<file path="src/rtl/bpsync_pkg.sv">
// Package: shared widths, multiplex mode codes and the last-phase mapping.
// Assumes the phase count of a mode is its code plus one.
package bpsync_pkg;
    localparam int MODE_W  = 2;
    localparam int PHASE_W = 2;

    typedef enum logic [MODE_W-1:0] {
        MUX_STATIC = 2'd0,
        MUX_1TO2   = 2'd1,
        MUX_1TO3   = 2'd2,
        MUX_1TO4   = 2'd3
    } mux_mode_e;

    // Index of the final active backplane phase for a mode code.
    function automatic logic [PHASE_W-1:0] last_phase(input logic [MODE_W-1:0] mode);
        return PHASE_W'(mode);
    endfunction
endpackage

</file>
<file path="src/rtl/bpsync_mode_track.sv">
// Mode tracker: registers the multiplex code and flags any change.
// Assumes the mode input is synchronous to clk; reset captures the input
// so that leaving reset is not seen as a mode change.
module bpsync_mode_track #(
    parameter int MODE_W = 2
) (
    input  logic              clk,
    input  logic              rst_n,
    input  logic [MODE_W-1:0] mode_i,
    output logic [MODE_W-1:0] mode_o,
    output logic              change_o
);
    logic [MODE_W-1:0] mode_q;

    // Hold the active multiplex code.
    always_ff @(posedge clk) begin
        mode_q <= mode_i;
    end

    // A differing input code is a change in this cycle.
    always_comb begin
        change_o = rst_n && (mode_i != mode_q);
    end

    assign mode_o = mode_q;
endmodule

</file>
<file path="src/rtl/bpsync_phase_ctr.sv">
// Phase counter: steps the backplane phase on each tick and wraps after the
// last phase. Clear has priority, then tick, then realignment.
// Assumes the last-phase input is stable except when clear is raised.
module bpsync_phase_ctr #(
    parameter int PHASE_W = 2
) (
    input  logic               clk,
    input  logic               rst_n,
    input  logic               clear_i,
    input  logic               tick_i,
    input  logic               realign_i,
    input  logic [PHASE_W-1:0] last_i,
    output logic [PHASE_W-1:0] phase_o,
    output logic               enter_last_o
);
    logic [PHASE_W-1:0] phase_q;
    logic [PHASE_W-1:0] phase_step;

    // Next phase after a tick, wrapping at or past the last phase.
    always_comb begin
        if (phase_q >= last_i) phase_step = '0;
        else                   phase_step = phase_q + 1'b1;
    end

    // Flag a tick that lands in the last phase.
    always_comb begin
        enter_last_o = tick_i && !clear_i && (phase_step == last_i);
    end

    // Phase register update with its priority order.
    always_ff @(posedge clk) begin
        if (!rst_n)         phase_q <= '0;
        else if (clear_i)   phase_q <= '0;
        else if (tick_i)    phase_q <= phase_step;
        else if (realign_i) phase_q <= last_i;
    end

    assign phase_o = phase_q;
endmodule

</file>
<file path="src/rtl/bpsync_line_ctl.sv">
// Line control: drives the shared sync line during the last phase and
// watches it otherwise, requesting realignment when another device asserts.
// Assumes the read-back is synchronous and ticks are at least two cycles apart.
module bpsync_line_ctl #(
    parameter int PHASE_W = 2
) (
    input  logic               clk,
    input  logic               rst_n,
    input  logic               clear_i,
    input  logic               tick_i,
    input  logic               enter_last_i,
    input  logic [PHASE_W-1:0] phase_i,
    input  logic [PHASE_W-1:0] last_i,
    input  logic               sync_in_n_i,
    output logic               sync_oe_o,
    output logic               realign_o
);
    logic oe_q;

    // Pull-down enable: set on entering the last phase, cleared by any other tick.
    always_ff @(posedge clk) begin
        if (!rst_n)       oe_q <= 1'b0;
        else if (clear_i) oe_q <= 1'b0;
        else if (tick_i)  oe_q <= enter_last_i;
    end

    // Foreign assertion seen while monitoring and out of step.
    always_comb begin
        realign_o = !clear_i && !tick_i && !oe_q && !sync_in_n_i
                    && (phase_i != last_i);
    end

    assign sync_oe_o = oe_q;
endmodule

</file>
<file path="src/rtl/bpsync_seq.sv">
// Top: backplane sync sequencer for one device in a cascade sharing a
// wired-AND sync line. Ties mode tracking, phase counting and line control.
// Assumes a synchronous line read-back and one idle cycle between ticks.
module bpsync_seq #(
    parameter int MODE_W  = bpsync_pkg::MODE_W,
    parameter int PHASE_W = bpsync_pkg::PHASE_W
) (
    input  logic               clk,
    input  logic               rst_n,
    input  logic               tick_i,
    input  logic [MODE_W-1:0]  mux_mode_i,
    input  logic               sync_in_n_i,
    output logic               sync_oe_o,
    output logic [PHASE_W-1:0] phase_o
);
    logic [MODE_W-1:0]  mode_q;
    logic               mode_chg;
    logic [PHASE_W-1:0] last_ph;
    logic [PHASE_W-1:0] phase_w;
    logic               enter_last;
    logic               realign;

    bpsync_mode_track #(.MODE_W(MODE_W)) u_mode (
        .clk      (clk),
        .rst_n    (rst_n),
        .mode_i   (mux_mode_i),
        .mode_o   (mode_q),
        .change_o (mode_chg)
    );

    // Last active phase for the registered mode.
    always_comb begin
        last_ph = bpsync_pkg::last_phase(mode_q);
    end

    bpsync_phase_ctr #(.PHASE_W(PHASE_W)) u_ctr (
        .clk          (clk),
        .rst_n        (rst_n),
        .clear_i      (mode_chg),
        .tick_i       (tick_i),
        .realign_i    (realign),
        .last_i       (last_ph),
        .phase_o      (phase_w),
        .enter_last_o (enter_last)
    );

    bpsync_line_ctl #(.PHASE_W(PHASE_W)) u_line (
        .clk          (clk),
        .rst_n        (rst_n),
        .clear_i      (mode_chg),
        .tick_i       (tick_i),
        .enter_last_i (enter_last),
        .phase_i      (phase_w),
        .last_i       (last_ph),
        .sync_in_n_i  (sync_in_n_i),
        .sync_oe_o    (sync_oe_o),
        .realign_o    (realign)
    );

    assign phase_o = phase_w;
endmodule

</file>
<file path="config.mk">
export PLATFORM = sky130hd
export DESIGN_NAME = bpsync_seq
export DESIGN_NICKNAME = d
export VERILOG_FILES = /design/src/rtl/bpsync_pkg.sv /design/src/rtl/bpsync_mode_track.sv /design/src/rtl/bpsync_phase_ctr.sv /design/src/rtl/bpsync_line_ctl.sv /design/src/rtl/bpsync_seq.sv
export SDC_FILE = /design/constraint.sdc
export NUM_CORES = 1
export LEC_CHECK = 0
export ABC_CLOCK_PERIOD_IN_PS = 3350
export BUFFER_PORTS_ARGS = -buffer_cell sky130_fd_sc_hd__buf_2
export CELL_PAD_IN_SITES_DETAIL_PLACEMENT = 1
export CELL_PAD_IN_SITES_GLOBAL_PLACEMENT = 1
export CORE_AREA = 2 2 39 41
export DETAILED_ROUTE_END_ITERATION = 10
export DIE_AREA = 0 0 41 43
export HOLD_SLACK_MARGIN = 0.05
export PLACE_DENSITY_LB_ADDON = 0.1
export SYNTH_ARGS = -nofsm -noshare
export SYNTH_HDL_FRONTEND = slang
export SYNTH_HIERARCHICAL = 1
export SYNTH_SLANG_ARGS = --single-unit
export TNS_END_PERCENT = 5
</file>
<file path="constraint.sdc">
create_clock -name clk -period 3.35 [get_ports clk]
set_input_delay 0.1675 -clock clk [delete_from_list [all_inputs] [get_ports clk]]
set_output_delay 0.1675 -clock clk [all_outputs]
set_load 0.05 [all_outputs]
</file>
==> impl_metrics.yaml, run 1 <==
route:
  routed_via_density: 5.086
  ant_nets: 0
  drcViolationCount: 0
  routed-via-count: 356
  drt_first_iter_violations: 2
  dr_wl_met3_microns: 26
  length_of_the_first_detailed_routing_pass_in_iterations: 2
  total_routed_wire_length_on_the_met1_layer_microns: 382
  wl_per_cell_microns: 14.33
  highest_metal_used: "met3"
  wl_met2_microns: 594
  totalWireLength_microns: 1003
clock_tree:
  clk_latency_ns: 0.23
  cts.hold.buffers_added: 0
  cts_root_buffer: "clkbuf_4"
  h-tree-depth: 1
  tritoncts: "done"
  cts.repair_timing.setup_buffer_count: 0
  cts_inserted_buffers: 3
  clock_sink_count: 5
  post_cts_resized: 0
  clkTransAtPathRegs_ns: 0.04
  cts-root-to-sink-buffers: 2
timing:
  timing.setup.tns_ns: 0
  min_period_ns: 2.095
  worst_pin_slew_ns: 0.4391
  setup-violations-final: 0
  fin_hold_ws_ns: 0.06024
  rsz0062_at_grt: "no"
  post-route-period-util: 0.6255
  report.final.slew_viol_count: 0
  final_hold_viol_count: 0
  fmaxAchievable_ghz: 0.4772
  headroom_to_the_max_slew_limit: 0.7065
  finClkSkew_ns: 0.0004659
power:
  power.density_mw_per_mm2: 398.1
  leakagePower_nw: 0.1965
  vdd.ir_drop.worst_mv: 0.2378
worst_hold_path:
  hold-path-endpoint: "u_mode/mode_o[1]"
  hold_start: "mux_mode_i[1]"
  worst_hold_path_type: "input port to flop"
  holdPathStages: 1
synth:
  mappedNetlistNets: 50
  postSynthRegisterBits: 5
  synth_common_cells: "dfxtp_1 (5), inv_1 (4), xnor2_1 (4)"
  yosys.cell_count.top_type: "dfxtp_1"
  synth_enable_flop_cells: 0
  synth_xor_xnor_area_share: 0.09964
  post_synth_fa_ha_maj_area_fraction: 0.07117
  synth_async_sr_flop_share: 0
  postSynth.topFlopCell: "dfxtp_1"
  synthMuxAreaShare: 0.02847
  portion_of_synthesized_cell_area_occupied_by_the_leading_cell_type: 0.2847
  synthesis.yosys.warnings: 6
  synth-seq-area-share: 0.2847
  synth_top_area_cell: "dfxtp_1"
  syn_avg_cell_area_sq_um: 8.371
  netlist_instances: 42
  yosys-top-cells-area: "dfxtp_1 (28%), xnor2_1 (10%), ha_1 (7.1%)"
  synth_compound_area_frac: 0.2135
  synthesis.area_sq_um: 351.6
  yosys.cell_types.count: 22
  dominant_combinational_cell_family_by_area_after_synthesis: "simple AND/OR/NAND/NOR gates"
  synth_simple_gate_area_share: 0.2598
grt:
  grt_pass1_vias: 424
  grt_usage: 0.1522
  antenna_violations_before_repair: 0
  grt_max_degree: 10
  global_route_wire_length_before_repair_microns: 1814
  grt-ovfl-total: 0
placed_design:
  postPlaceCellArea_sq_um: 411.6
  placement.io_buffers: 8
  place.detailed.instances: 66
  dpl.hpwl_microns: 811.6
  gpl.final_weighted_congestion: 0.6506
floorplanning:
  chip_width_microns: 41
  placement_rows: 14
  fp.coreArea_sq_mm: 0.001384
  initial_utilization: 0.2541
  die_area_sq_mm: 0.001763
  die_y_microns: 43
  design.portCount: 9
run_status:
  run_status: "completed"
layout:
  layout.cell_area.non_filler_sq_um: 437.9
  n_antenna_cell: 0
  num-fill-cells: 172
  syn2layout_area_growth_pct: 24.56
  stdcell_count: 70
  ff_latch_area_sq_um: 100.1
  footprint_of_the_multi_input_gates_sq_um: 236.5
  final_layout_size_suffix_gt1_frac: 0.2222
  finalNetCount: 63
worst_setup_path:
  r2r_setup_slack_ns: 1.25
  crit_arrival_ns: 2.21
  startpoint_class: "flop"
  regToRegStartpoint: "u_ctr/phase_o[0]"
  crit_chain: "inv_1 > ha_1 > nand2b_4 > a21o_1 > nor3b_1 > o311a_1 > mux2i_1 > nor3b_1"
  critical_path_required_ns: 3.46
  criticalPathCategory: "flop to flop"
  timing.critical_path.mode_cell: "nor3b_1"
  critPathCaptureType: "flop"
  rr_endpoint: "u_line/sync_oe_o"
  timing.reg2reg.worst_path_depth: 8
  crit_path_max_fanout: 7
  slowest_delay_ns: 0.46
  slowest_stage: "dfxtp_1"
flow_run:
  max_cap_viol_count: 0
==> worst max-delay path: cells and delay by family (launching register included) <==
| kind | cells | cell delay, ns |
|---|---|---|
| compound gates | 2 | 0.55 |
| flops | 1 | 0.46 |
| simple gates | 3 | 0.36 |
| fa+ha+maj | 1 | 0.31 |
| mux | 1 | 0.16 |
| buf+inv | 1 | 0.12 |
==> logic make-up (layout without fill, tap and decap cells) <==
group	after synthesis	in the layout
xor+xnor	4	4
mux	1	1
buf+inv	4	16
fa+ha+maj	2	2
flops	5	5
simple gates	15	15
compound gates	11	11
==> cells in the final DEF, fill, tap and decap left out, types with 2 or more instances in the layout <==
cell	instances
o21ai_0	2
xnor2_1	4
nor3b_1	2
nand2_1	3
dfxtp_1	5
inv_1	4
or4_1	2
a21oi_1	3
clkbuf_4	3
buf_2	8
ha_1	2
nor2_1	3
==> layer usage <==
layer	up-vias	global-route usage
met5	-	0
met1	171	0.1629
met2	6	0.2781
met3	0	0.03141
li1	179	-
met4	0	0.04000
==> state kept, by name, summed over array words and instances, names as in the netlist <==
signal and cells:
u_ctr/phase_o 2, u_line/sync_oe_o 1, u_mode/mode_o 2
==> per-stage QoR <==
| stage | setup WS (ns) | utilization | power, mW |
|---|---|---|---|
| 4_1_cts | 1.242 | 0.3165 | 0.1779 |
| 3_3_place_gp | 1.355 | 0.2975 | 0.1049 |
| 2_1_floorplan | 1.101 | - | 0.09558 |
| 5_1_grt | 1.112 | 0.3165 | 0.1866 |
| 3_5_place_dp | 1.270 | 0.2975 | 0.1079 |
| 6_report | 1.255 | 0.3165 | 0.1743 |
==> where the power goes <==
group          switching (mW)  internal [mW]  leakage (nW)
clock                  0.0229         0.0449        0.0150
sequential            0.00606         0.0624        0.0412
combinational          0.0211         0.0170         0.140
total                  0.0500          0.124         0.197
==> worst max path at each step <==
stage                startpoint          endpoint  slack [ns]
2_1_floorplan  u_ctr/phase_o[0]  u_line/sync_oe_o        1.10
3_3_place_gp   u_mode/mode_o[1]  u_ctr/phase_o[0]        1.35
3_5_place_dp   u_ctr/phase_o[0]  u_line/sync_oe_o        1.27
4_1_cts        u_ctr/phase_o[0]  u_line/sync_oe_o        1.24
5_1_grt        u_ctr/phase_o[0]  u_line/sync_oe_o        1.11
6_report       u_ctr/phase_o[0]  u_line/sync_oe_o        1.25
==> cell type report <==
class | count | area share
multi-input cells | 33 | 0.5400
flip-flops and latches | 5 | 0.2286
repair buffers | 8 | 0.09143
clock buffers | 4 | 0.06000
well taps | 16 | 0.04571
inverters | 4 | 0.03429
(Power assumes the default switching activity.)
==> run 2, diff against run 1 <==
ABC_AREA = 1   (was default)
ABC_CLOCK_PERIOD_IN_PS = 1700   (was 3350)
CORE_AREA = 2 2 41 43   (was 2 2 39 41)
DIE_AREA = 0 0 43 45   (was 0 0 41 43)
clock period = 1.7 ns   (was 3.35 ns; I/O delays follow)
==> impl_metrics.yaml, run 2 <==
clock_tree:
  clock_sink_count: 5
  tritoncts: "done"
  cts.repair_timing.setup_buffer_count: 0
  h-tree-depth: 1
  cts-root-to-sink-buffers: 2
  cts_root_buffer: "clkbuf_4"
  cts_inserted_buffers: 3
  clkTransAtPathRegs_ns: 0.05
  clk_latency_ns: 0.25
layout:
  ff_latch_area_sq_um: 103.9
  final_layout_size_suffix_gt1_frac: 0.2500
  footprint_of_the_multi_input_gates_sq_um: 241.5
  stdcell_count: 104
  syn2layout_area_growth_pct: 28.23
  final_common_cell: "nand2_1"
  layout.cell_area.non_filler_sq_um: 534.3
  n_antenna_cell: 0
  num-fill-cells: 214
  finalNetCount: 97
  layout.cells.most_common_list: "nand2_1 (25), inv_1 (19), buf_2 (8), nor2_1 (6)"
timing:
  worst_pin_slew_ns: 0.2484
  post-route-worst-setup-slack_ns: 0.1464
  timing.setup.tns_ns: 0
  fmaxAchievable_ghz: 0.6437
  report.final.slew_viol_count: 0
  headroom_to_the_max_slew_limit: 0.8356
  post-route-period-util: 0.9139
  min_period_ns: 1.554
  finClkSkew_ns: 0.003304
  final_hold_viol_count: 0
  rsz0062_at_grt: "no"
  setup-violations-final: 0
synth:
  yosys-top-cells-area: "dfxtp_1 (24%), nand2_1 (23%), inv_1 (17%)"
  postSynth.topFlopCell: "dfxtp_1"
  synth_common_cells: "nand2_1 (25), inv_1 (19), nor2_1 (6)"
  netlist_instances: 73
  mappedNetlistNets: 81
  synthesis.area_sq_um: 416.7
  synth-seq-area-share: 0.2402
  synth_async_sr_flop_share: 0
  yosys.cell_types.count: 14
  synth_top_area_cell: "dfxtp_1"
  synthesis.yosys.warnings: 6
  postSynthRegisterBits: 5
  portion_of_synthesized_cell_area_occupied_by_the_leading_cell_type: 0.2402
  yosys.cell_count.top_type: "nand2_1"
  syn_avg_cell_area_sq_um: 5.708
  synth_enable_flop_cells: 0
floorplanning:
  die_area_sq_mm: 0.001935
  die_y_microns: 45
  initial_utilization: 0.2832
  fp.coreArea_sq_mm: 0.001471
  placement_rows: 14
  design.portCount: 9
  chip_width_microns: 43
placed_design:
  placement.io_buffers: 8
  postPlaceCellArea_sq_um: 485.5
  place.detailed.instances: 98
  dpl.hpwl_microns: 950.4
  gpl.final_weighted_congestion: 0.7904
  preCtsSetupSlack_ns: 0.1242
route:
  drt_first_iter_violations: 5
  routed_via_density: 4.760
  drcViolationCount: 0
  routed-via-count: 495
  totalWireLength_microns: 1202
  ant_nets: 0
  length_of_the_first_detailed_routing_pass_in_iterations: 4
  wl_per_cell_microns: 11.56
worst_setup_path:
  criticalPathCategory: "flop to flop"
  startpoint_class: "flop"
  crit_family: "simple AND/OR/NAND/NOR gates"
  rr_endpoint: "u_line/sync_oe_o"
  critPathCaptureType: "flop"
  critical_path_required_ns: 1.87
  crit_arrival_ns: 1.72
  critPathBufInv: 2
  crit_path_max_fanout: 5
  timing.reg2reg.worst_path_depth: 11
  slowest_delay_ns: 0.36
  regToRegStartpoint: "u_ctr/phase_o[0]"
  timing.critical_path.mode_cell: "nand2_1"
  slowest_stage: "dfxtp_2"
  r2r_setup_slack_ns: 0.15
  crit_chain: "inv_2 > ha_1 > inv_1 > nand2_1 > nand2_2 > nand3_2 > nand2_1 > nand2_1 > nor2_1 > nor2_1 > nor3_1"
grt:
  grt_usage: 0.1498
  grt_pass1_vias: 489
  global_route_wire_length_before_repair_microns: 2070
  grt-ovfl-total: 0
  antenna_violations_before_repair: 0
  grt_max_degree: 9
power:
  leakagePower_nw: 0.3082
  vdd.ir_drop.worst_mv: 0.2510
  power.density_mw_per_mm2: 738.4
worst_hold_path:
  hold_start: "tick_i"
  worst_hold_path_type: "input port to flop"
  hold-path-endpoint: "u_ctr/phase_o[0]"
  holdPathStages: 2
flow_run:
  max_cap_viol_count: 0
run_status:
  run_status: "completed"
==> run 2: cell count changes in the layout (fill, tap and decap cells not counted), moves of 3 or more <==
cell | previous run | this run
dfxtp_1 | 5 | 2
dfxtp_2 | 0 | 3
inv_1 | 4 | 19
nor2_1 | 3 | 6
xnor2_1 | 4 | 0
nand2_1 | 3 | 25
nand2_2 | 0 | 3
==> run 2: where the power goes <==
group	switching [mW]	leakage [nW]	internal, mW
registers	0.00888	0.0418	0.125
clock network	0.0548	0.0150	0.0891
logic	0.0753	0.251	0.0412
==> run 2: area by class of cell <==
class | count | area share
Clock buffer | 4 | 0.04918
Inverter | 20 | 0.1405
Multi-Input combinational cell | 48 | 0.4520
Sequential cell | 5 | 0.1944
Tap cell | 16 | 0.03747
Timing Repair Buffer | 11 | 0.1265
==> run 2: cells by family after synthesis <==
kind of cell	count (synthesis)	share of synthesized area
DFF	5	0.2402
buffers and inverters	20	0.1802
AOI/OAI and AO/OA	6	0.1021
and+or+nand+nor	40	0.4174
adders and majority gates	2	0.06005
==> run 2: what timing repair did <==
action | CTS | global route
gates resized for setup | 0 | 2
hold endpoints to repair | 2 | 0
endpoints found under the setup margin | 0 | 3
hold buffers | 2 | 0
==> run 2: worst reg2reg max path, stage by stage, from the launching register on <==
cell and delay, ns:
dfxtp_2 0.36, inv_2 0.08, ha_1 0.34, inv_1 0.07
nand2_1 0.06, nand2_2 0.08, nand3_2 0.09, nand2_1 0.07
nand2_1 0.05, nor2_1 0.11, nor2_1 0.06, nor3_1 0.11
==> run 2: layer usage <==
metal	GRT usage	wire, microns	up-vias
met5	0	0	-
met4	0.07273	29	0
met3	0.03600	36	4
met2	0.2576	572	12
met1	0.1765	563	227
li1	-	-	252
==> run 2: through the flow <==
| stage | util | power (mW) | hold WS, ns |
|---|---|---|---|
| after floorplan | - | 0.2136 | 0.1127 |
| after global placement | 0.3299 | 0.2439 | 0.2146 |
| after detailed placement | 0.3299 | 0.2474 | 0.2181 |
| after CTS | 0.3614 | 0.3987 | 0.06284 |
| after global routing | 0.3631 | 0.4289 | 0.06892 |
| final | 0.3631 | 0.3945 | 0.06201 |
==> run 2: how the worst max path moves through the flow <==
| stage | from | to | slack (ns) | cells after the start |
|---|---|---|---|---|
| 2_1_floorplan | u_ctr/phase_o[1] | u_line/sync_oe_o | 0.05 | 8 |
| 3_3_place_gp | u_mode/mode_o[0] | u_ctr/phase_o[0] | 0.1 | 10 |
| 3_5_place_dp | u_mode/mode_o[1] | u_line/sync_oe_o | 0.12 | 9 |
| 4_1_cts | u_mode/mode_o[1] | u_line/sync_oe_o | 0.08 | 9 |
| 5_1_grt | u_ctr/phase_o[0] | u_line/sync_oe_o | 0.002 | 11 |
| 6_report | u_ctr/phase_o[0] | u_line/sync_oe_o | 0.15 | 11 |
==> run 3, diff against run 2 <==
ABC_CLOCK_PERIOD_IN_PS = 1600   (was 1700)
CORE_AREA = 2 2 40 42   (was 2 2 41 43)
DIE_AREA = 0 0 42 44   (was 0 0 43 45)
clock period = 1.6 ns   (was 1.7 ns; I/O delays follow)
==> impl_metrics.yaml, run 3 (synthesized netlist as in run 2, its figures left out) <==
timing:
  setup-violations-final: 0
  min_period_ns: 1.489
  final_hold_viol_count: 0
  finClkSkew_ns: 0.01186
  report.final.slew_viol_count: 0
  post-route-period-util: 0.9308
  post-route-worst-setup-slack_ns: 0.1107
  fin_hold_ws_ns: 0.06372
  rsz0062_at_grt: "yes"
  headroom_to_the_max_slew_limit: 0.8367
  worst_pin_slew_ns: 0.2467
  fmaxAchievable_ghz: 0.6714
clock_tree:
  cts-root-to-sink-buffers: 2
  tritoncts: "done"
  clock_sink_count: 5
  cts_inserted_buffers: 3
  h-tree-depth: 1
  clk_latency_ns: 0.25
  cts_root_buffer: "clkbuf_4"
  clkTransAtPathRegs_ns: 0.05
grt:
  grt_max_degree: 7
  antenna_violations_before_repair: 0
  grt-ovfl-total: 0
  grt_usage: 0.1305
  global_route_wire_length_before_repair_microns: 1821
  grt_pass1_vias: 465
route:
  drcViolationCount: 0
  totalWireLength_microns: 1109
  length_of_the_first_detailed_routing_pass_in_iterations: 4
  drt_first_iter_violations: 2
  routed-via-count: 472
  wl_per_cell_microns: 10.46
  routed_via_density: 4.453
  ant_nets: 0
layout:
  footprint_of_the_multi_input_gates_sq_um: 276.5
  num-fill-cells: 196
  post-route-util: 0.4162
  final_layout_size_suffix_gt1_frac: 0.3556
  final_common_cell: "nand2_1"
  layout.cell_area.non_filler_sq_um: 590.6
  syn2layout_area_growth_pct: 41.74
  layout.cells.most_common_list: "nand2_1 (22), inv_1 (18), buf_2 (8), nand2_2 (6), nor2_1 (6)"
  n_antenna_cell: 0
  finalNetCount: 99
  ff_latch_area_sq_um: 107.6
  stdcell_count: 106
worst_setup_path:
  criticalPathCategory: "input port to flop"
  startpoint_class: "input port"
  crit_path_max_fanout: 4
  rr_endpoint: "u_line/sync_oe_o"
  timing.reg2reg.worst_path_depth: 11
  regToRegStartpoint: "u_ctr/phase_o[0]"
  r2r_setup_slack_ns: 0.13
  cp_startpoint: "mux_mode_i[0]"
  critPathCaptureType: "flop"
  crit_arrival_ns: 1.67
  critical_path_required_ns: 1.78
placed_design:
  placement.io_buffers: 8
  dpl.hpwl_microns: 840.2
  place.detailed.instances: 99
  gpl.final_weighted_congestion: 0.7408
  preCtsSetupSlack_ns: 0.1065
  postPlaceCellArea_sq_um: 494.2
worst_hold_path:
  hold-path-endpoint: "u_ctr/phase_o[1]"
  hold_start: "tick_i"
  holdPathStages: 2
  worst_hold_path_type: "input port to flop"
floorplanning:
  design.portCount: 9
  fp.coreArea_sq_mm: 0.001419
  chip_width_microns: 42
  die_y_microns: 44
  placement_rows: 14
  initial_utilization: 0.2937
  die_area_sq_mm: 0.001848
power:
  power.density_mw_per_mm2: 740.0
  vdd.ir_drop.worst_mv: 0.3281
  leakagePower_nw: 0.3201
run_status:
  run_status: "completed"
flow_run:
  max_cap_viol_count: 0
## run 3: changes by cell type in the layout (fill, tap and decap cells not counted), sizes merged
| cell | change |
|---|---|
| buf | +2 |
## run 3: worst max path at each step
stage	to	slack, ns
finish	u_ctr/phase_o[0]	0.11
global route	u_ctr/phase_o[0]	-0.04
CTS	u_ctr/phase_o[0]	0.09
floorplan	u_line/sync_oe_o	0.04
detailed placement	u_line/sync_oe_o	0.11
global placement	u_line/sync_oe_o	0.1
## run 3: power breakdown
part | switching [mW] | leakage (nW) | internal, mW
combinational | 0.0863 | 0.263 | 0.0559
sequential | 0.00968 | 0.0426 | 0.132
clock | 0.0580 | 0.0150 | 0.0947
## run 3: layout make-up
cell class                 instances  area share
timing repair buffer              13      0.1398
clock buffer                       4     0.04449
inverter                          20      0.1314
tap                               16     0.03390
sequential                         5      0.1822
multi-input combinational         48      0.4682
## run 3: repair_timing
| action | in CTS | in global routing |
|---|---|---|
| buffers inserted | 0 | 1 |
| endpoints found under the hold margin | 2 | 0 |
| setup endpoints to repair | 0 | 3 |
| hold buffers | 2 | 0 |
| gates resized for setup | 0 | 12 |
## run 3: per-layer routing
layer | track usage | vias to the layer above | part of all wire
met1 | 0.1404 | 213 | 0.43
met2 | 0.2469 | 6 | 0.53
li1 | - | 253 | -
met3 | 0.03750 | 0 | 0.034
met5 | 0 | - | 0
met4 | 0.03871 | 0 | 0
## run 3: through the flow
| step | power, mW | setup TNS (ns) |
|---|---|---|
| after detailed placement | 0.2616 | 0 |
| final | 0.4370 | 0 |
| after CTS | 0.4196 | 0 |
| after global routing | 0.4725 | -0.07375 |
| after floorplan | 0.2273 | 0 |
| after global placement | 0.2597 | 0 |
## run 3: worst max-delay path, cell delays in order
cell and delay, ns:
dlygate4sd3_1 0.53, buf_2 0.13, inv_2 0.04, nand2_2 0.05, nand2_2 0.09, a21oi_4 0.07, nor2_1 0.08, nand2_1 0.07
a21oi_2 0.17, nand2_1 0.07, o211ai_1 0.08, nand2_1 0.08, a21oi_2 0.11
